<file path="src/rtl/ubt_pkg.sv">
// Package: shared width and storage-mode encoding for the bus transceiver.
// Assumes all users agree on a single data width per bus.
package ubt_pkg;
    localparam int UBT_WIDTH = 18;

    // What a storage element does in the current system cycle.
    typedef enum logic [1:0] {
        ST_HOLD = 2'd0,
        ST_PASS = 2'd1,
        ST_EDGE = 2'd2
    } store_mode_e;
endpackage

</file>
<file path="src/rtl/ubt_edge_det.sv">
// Module: detects a 0-to-1 transition of a slow data-rate clock input
// by comparing it with its sample from the previous system cycle.
// Assumes the input is synchronous to clk (or already synchronised).
// The sample register tracks the input even during reset, so a level
// that is high at reset release is never reported as an edge.
module ubt_edge_det (
    input  logic clk,
    input  logic rst_n,
    input  logic sig,
    output logic rise
);
    logic sig_q;

    // Keep the previous-cycle sample of the watched input.
    always_ff @(posedge clk) begin
        sig_q <= sig;
    end

    // A rise is a high level now after a low level last cycle, outside reset.
    always_comb begin
        rise = rst_n && sig && !sig_q;
    end
endmodule

</file>
<file path="src/rtl/ubt_store.sv">
// Module: one direction's storage path, a transparent latch and an edge
// register merged into a single register per bit. Latch enable high
// loads every system cycle. Latch enable low loads only on a sampled
// rising edge of the direction clock, and holds otherwise.
// Assumes d is the resolved source bus and never unknown.
module ubt_store
    import ubt_pkg::*;
#(
    parameter int W = UBT_WIDTH
) (
    input  logic         clk,
    input  logic         rst_n,
    input  logic         le,
    input  logic         dclk,
    input  logic [W-1:0] d,
    output logic [W-1:0] q
);
    logic        rise;
    store_mode_e mode;

    ubt_edge_det u_edge (
        .clk   (clk),
        .rst_n (rst_n),
        .sig   (dclk),
        .rise  (rise)
    );

    // Choose between transparent, edge capture and hold for this cycle.
    always_comb begin
        if (le)        mode = ST_PASS;
        else if (rise) mode = ST_EDGE;
        else           mode = ST_HOLD;
    end

    // Identical per-bit channels, each loading unless the mode is hold.
    for (genvar i = 0; i < W; i++) begin : g_bit
        always_ff @(posedge clk) begin
            if (!rst_n)                q[i] <= 1'b0;
            else if (mode != ST_HOLD)  q[i] <= d[i];
        end
    end

    // transparent mode follows the source one cycle later.
    assert_pass_R2: assert property (@(posedge clk) disable iff (!rst_n)
        le |=> (q == $past(d)));

    // a rising direction clock with the latch closed loads the source.
    assert_capture_R4: assert property (@(posedge clk) disable iff (!rst_n)
        (!le && dclk && !$past(dclk)) |=> (q == $past(d)));

    // latch closed and direction clock steady means no change.
    assert_hold_R3: assert property (@(posedge clk) disable iff (!rst_n)
        (!le && (dclk == $past(dclk))) |=> $stable(q));
endmodule

</file>
<file path="src/rtl/ubt_keeper.sv">
// Module: resolves one bus from the block's own driver, an external
// driver and a bus-hold keeper. The block's driver has priority, then
// the external driver. With neither, the keeper's last value shows.
// Assumes at most one real driver in normal use; contention is resolved
// deterministically in favour of the block.
module ubt_keeper
    import ubt_pkg::*;
#(
    parameter int W = UBT_WIDTH
) (
    input  logic         clk,
    input  logic         rst_n,
    input  logic         drv_en,
    input  logic [W-1:0] drv_d,
    input  logic         ext_en,
    input  logic [W-1:0] ext_d,
    output logic [W-1:0] bus
);
    logic [W-1:0] kq;

    // Resolve the bus level from the drivers and the kept value.
    always_comb begin
        if (drv_en)      bus = drv_d;
        else if (ext_en) bus = ext_d;
        else             bus = kq;
    end

    // Keeper remembers whatever level the bus carried this cycle.
    always_ff @(posedge clk) begin
        if (!rst_n) kq <= '0;
        else        kq <= bus;
    end

    // the keeper picks up an external driver's value.
    assert_track_R7: assert property (@(posedge clk) disable iff (!rst_n)
        (ext_en && !drv_en) |=> (kq == $past(ext_d)));

    // an undriven bus keeps its level.
    assert_float_R7: assert property (@(posedge clk) disable iff (!rst_n)
        (!ext_en && !drv_en) |=> $stable(kq));
endmodule

</file>
<file path="src/rtl/ubt_xcvr.sv">
// Module: top of the registered bidirectional transceiver. It holds two
// storage paths (A to B, B to A), two three-state port drivers and two
// bus keepers. Assumes direction clocks and enables are synchronous to
// clk. Ports stay undriven while reset is asserted.
module ubt_xcvr
    import ubt_pkg::*;
#(
    parameter int W = UBT_WIDTH
) (
    input  logic         clk,
    input  logic         rst_n,
    input  logic         le_ab,
    input  logic         clk_ab,
    input  logic         oe_ab,
    input  logic         le_ba,
    input  logic         clk_ba,
    input  logic         oe_ba_n,
    input  logic [W-1:0] a_ext_d,
    input  logic         a_ext_en,
    input  logic [W-1:0] b_ext_d,
    input  logic         b_ext_en,
    output logic [W-1:0] a_drv_d,
    output logic         a_drv_en,
    output logic [W-1:0] b_drv_d,
    output logic         b_drv_en,
    output logic [W-1:0] a_bus,
    output logic [W-1:0] b_bus
);
    // Port drive enables, gated off during reset.
    always_comb begin
        b_drv_en = oe_ab && rst_n;
        a_drv_en = !oe_ba_n && rst_n;
    end

    ubt_store #(.W(W)) u_store_ab (
        .clk   (clk),
        .rst_n (rst_n),
        .le    (le_ab),
        .dclk  (clk_ab),
        .d     (a_bus),
        .q     (b_drv_d)
    );

    ubt_store #(.W(W)) u_store_ba (
        .clk   (clk),
        .rst_n (rst_n),
        .le    (le_ba),
        .dclk  (clk_ba),
        .d     (b_bus),
        .q     (a_drv_d)
    );

    ubt_keeper #(.W(W)) u_keep_a (
        .clk    (clk),
        .rst_n  (rst_n),
        .drv_en (a_drv_en),
        .drv_d  (a_drv_d),
        .ext_en (a_ext_en),
        .ext_d  (a_ext_d),
        .bus    (a_bus)
    );

    ubt_keeper #(.W(W)) u_keep_b (
        .clk    (clk),
        .rst_n  (rst_n),
        .drv_en (b_drv_en),
        .drv_d  (b_drv_d),
        .ext_en (b_ext_en),
        .ext_d  (b_ext_d),
        .bus    (b_bus)
    );

    // with the B port enabled, bus B carries the A-to-B storage.
    assert_drive_R5: assert property (@(posedge clk) disable iff (!rst_n)
        oe_ab |-> (b_bus == b_drv_d));

    // with the active-low A enable asserted, bus A carries B-to-A storage.
    assert_drive_R6: assert property (@(posedge clk) disable iff (!rst_n)
        !oe_ba_n |-> (a_bus == a_drv_d));

    // in reset neither port drives.
    always_comb begin
        if (!rst_n) assert_reset_R1: assert (!a_drv_en && !b_drv_en);
    end
endmodule

</file>
<file path="config.mk">
export PLATFORM = sky130hd
export DESIGN_NAME = ubt_xcvr
export DESIGN_NICKNAME = d
export VERILOG_FILES = /design/src/rtl/ubt_pkg.sv /design/src/rtl/ubt_edge_det.sv /design/src/rtl/ubt_store.sv /design/src/rtl/ubt_keeper.sv /design/src/rtl/ubt_xcvr.sv
export SDC_FILE = /design/constraint.sdc
export NUM_CORES = 1
export LEC_CHECK = 0
export ABC_AREA = 1
export BUFFER_PORTS_ARGS = -buffer_cell sky130_fd_sc_hd__buf_2
export CORE_ASPECT_RATIO = 1.1
export CORE_MARGIN = 5
export CORE_UTILIZATION = 40
export DETAILED_ROUTE_END_ITERATION = 6
export HOLD_SLACK_MARGIN = 0.06
export PLACE_DENSITY = 0.66
export SYNTH_ARGS = -nofsm -noshare
export SYNTH_HDL_FRONTEND = slang
export SYNTH_SLANG_ARGS = --single-unit
</file>
<file path="constraint.sdc">
create_clock -name clk -period 1.2 [get_ports clk]
set_input_delay 0.18 -clock clk [delete_from_list [all_inputs] [get_ports clk]]
set_output_delay 0.18 -clock clk [all_outputs]
set_load 0.02 [all_outputs]
</file>
==> impl_metrics.toml <==
[run_status]
status = "finished with violations"
violations = "setup timing"

[die]
row_count = 36
dieWidth_um = 101
dieArea_um2 = 11100
die_h_um = 110
start_util_pct = 41.1
boundaryPins = 120
core-area_um2 = 8870

[power_and_ir_drop]
cellPowerDensity_nw_per_um2 = 1150
power.leakage_nw = 3.48
vdd_ir_drop_max_v = 0.000612

[worst_setup_path]
start_kind = "flop"
critical_path_arrival_ns = 1.10
worstSetupPathType = "reg -> out"
cp_max_fo = 2
endpoint_kind = "primary output"
cp.required_ns = 1.02
reg2reg_slack_ns = -0.08

[timing]
min_period_ns = 1.28
setup_ws_ns = -0.0828
tns_ns = -1.71
max_slew_margin_pct = 79.4
tightest_slew_ns = 0.309
setup_violations = 38
hold_ws_ns = 0.199
fin_skew_ns = 0.00738
period_share_pct = 107
hold_viol = 0
drv_slew = 0
max_freq_ghz = 0.780
rsz0062_at_grt = "yes"

[placed_design]
gp_congestion = 0.841
dp_hpwl_mm = 8.52
place_area_um2 = 4770
dp_cells = 812
port_buffers = 119

[clock_network]
clk_pin_slew_ns = 0.08
cts_tree = "built"
cts.sinks = 74
htreeDepth = 3
root_buffer = "clkbuf_8"
cts.path.max_buffers = 2
clk_latency_ns = 0.35
cts_made_buffers = 9

[synth]
synth_top_area_share_pct = 40.6
yosys.area_share.simple_pct = 37.7
yosysTopAreaCell = "dfxtp_1"
synthAdderAreaFrac_pct = 0
ys_seq_area_share_pct = 40.6
ys_top_cells_by_count = "177 x nand2_1, 74 x dfxtp_1, 74 x inv_1, 70 x nand3_1, 54 x nor2_1"
synth_area_per_cell_um2 = 6.90
synthMuxAreaShare_pct = 0
post-synth-top-count-cell = "nand2_1"
syn_inst = 529
syn_nets = 575
ys_top_cells_by_area = "dfxtp_1 41%, nand2_1 18%, nand3_1 9.6%"
yosysUniqueCellTypes = 24
async_reset_ff_share_pct = 0
synth_edf_count = 0
synth_compound_area_share_pct = 7.00
synth_xor_xnor_area_share_pct = 0
ys.flop_type = "dfxtp_1"
yosysWarnings = 0
synth_top_family_by_area = "simple AND/OR/NAND/NOR gates"
synthesis.area_um2 = 3650
ys_ff_latch = 74

[drt]
drt.antenna.violating_nets = 0
drc = 0
wl_mm = 14.1
wl_per_cell_um = 15.1
num_vias = 4531
firstDrtPassIters = 5
viasPerCell = 4.84
drt_iter0_drc = 265

[global_route]
grt_max_degree = 20
track_usage_pct = 23.8
grt_pass1_wl_mm = 21.1
grt_pass1_vias = 4401
grt_overflow = 0
antenna_found_initial = 0

[finish]
instances_no_fill = 936
design_area_um2 = 6470
syn2layout_area_growth_pct = 77.3
num_antenna_cells = 0
nets = 863
drive_above_1_share_pct = 70.4

[hold_path]
hp-class = "in -> reg"

[job]
max_cap_violations = 0
report_power, final:
| part | switching [W] | leakage (nW) | total, W | internal (W) |
|---|---|---|---|---|
| sequential | 0.000103 | 0.627 | 0.00279 | 0.00268 |
| combinational | 0.00148 | 2.77 | 0.00287 | 0.00139 |
| clock | 0.000983 | 0.0882 | 0.00179 | 0.000807 |
metrics by stage:
step	total power, W	util (%)	setup slack (ns)
after floorplan	0.00389	-	0.0957
after global placement	0.00465	53.8	-0.108
after detailed placement	0.00467	53.8	-0.123
final	0.00744	72.9	-0.0828
after global routing	0.00782	72.9	-0.156
after CTS	0.00714	68.5	-0.0716
layer usage:
layer  global-route usage [%]  wire length, um  vias to the layer above
met1                     29.7             5740                     2121
met3                     3.71              825                       36
li1                         -                -                     2194
met4                     9.88              394                        0
met2                     40.9             7170                      180
met5                        0                0                        -
layout make-up:
cell class,instances,area [um^2]
Fill cell,611,2410
Timing Repair Buffer,301,2290
Multi-Input combinational cell,350,2000
Sequential cell,74,1540
Inverter,81,319
Tap cell,114,143
Clock buffer,10,138
Clock inverter,6,42.5
registers in the layout (all words and copies together) (netlist names):
register,flops
u_store_ab.u_edge.sig_q,1
u_keep_b.kq,18
u_store_ba.u_edge.sig_q,1
u_store_ba.q,18
u_store_ab.q,18
u_keep_a.kq,18
cell usage in the layout, fill, tap and decap left out, types with 2 or more instances in the layout:
cell type   count
buf_4         172
nand2_1       110
buf_2          81
inv_2          75
nand2_2        70
nor2_1         51
dfxtp_2        43
buf_6          41
nand3_1        37
nand3_2        35
dfxtp_1        31
a21oi_2        27
clkbuf_8       10
a21oi_1         9
nor2_2          4
buf_12          4
nand2_8         3
inv_1           3
clkinvlp_4      2
clkinv_4        2
clkinv_2        2
logic make-up (layout without fill, tap and decap cells):
| kind of cell | after synthesis | after routing |
|---|---|---|
| buffers and inverters | 105 | 398 |
| flip-flops | 74 | 74 |
| AO/OA/AOI/OAI | 36 | 36 |
| AND/OR/NAND/NOR | 314 | 314 |
path summary, 6_finish.rpt:
path                   startpoint                 endpoint  cells after the start
setup reg to reg  u_keep_b.kq[12]         u_store_ba.q[12]                      8
hold reg to reg   u_store_ba.q[1]          u_store_ba.q[1]                      4
setup / recovery   u_keep_a.kq[1]                 a_bus[1]                      5
hold / removal             clk_ab  u_store_ab.u_edge.sig_q                      2
worst max-delay path: stages, from the launching register on:
cell	delay [ns]
dfxtp_1	0.30
nand2_1	0.08
nand3_2	0.10
nand2_2	0.11
inv_2	0.04
buf_6	0.12
what timing repair did:
action | in CTS | in global routing
resized for setup | 220 | 86
hold buffers | 2 | 0
hold endpoints to repair | 2 | 0
endpoints found under the setup margin | 36 | 60
cloned | 0 | 1
setup buffers | 87 | 28
pin swaps | 43 | 52
(Power assumes the default switching activity.)
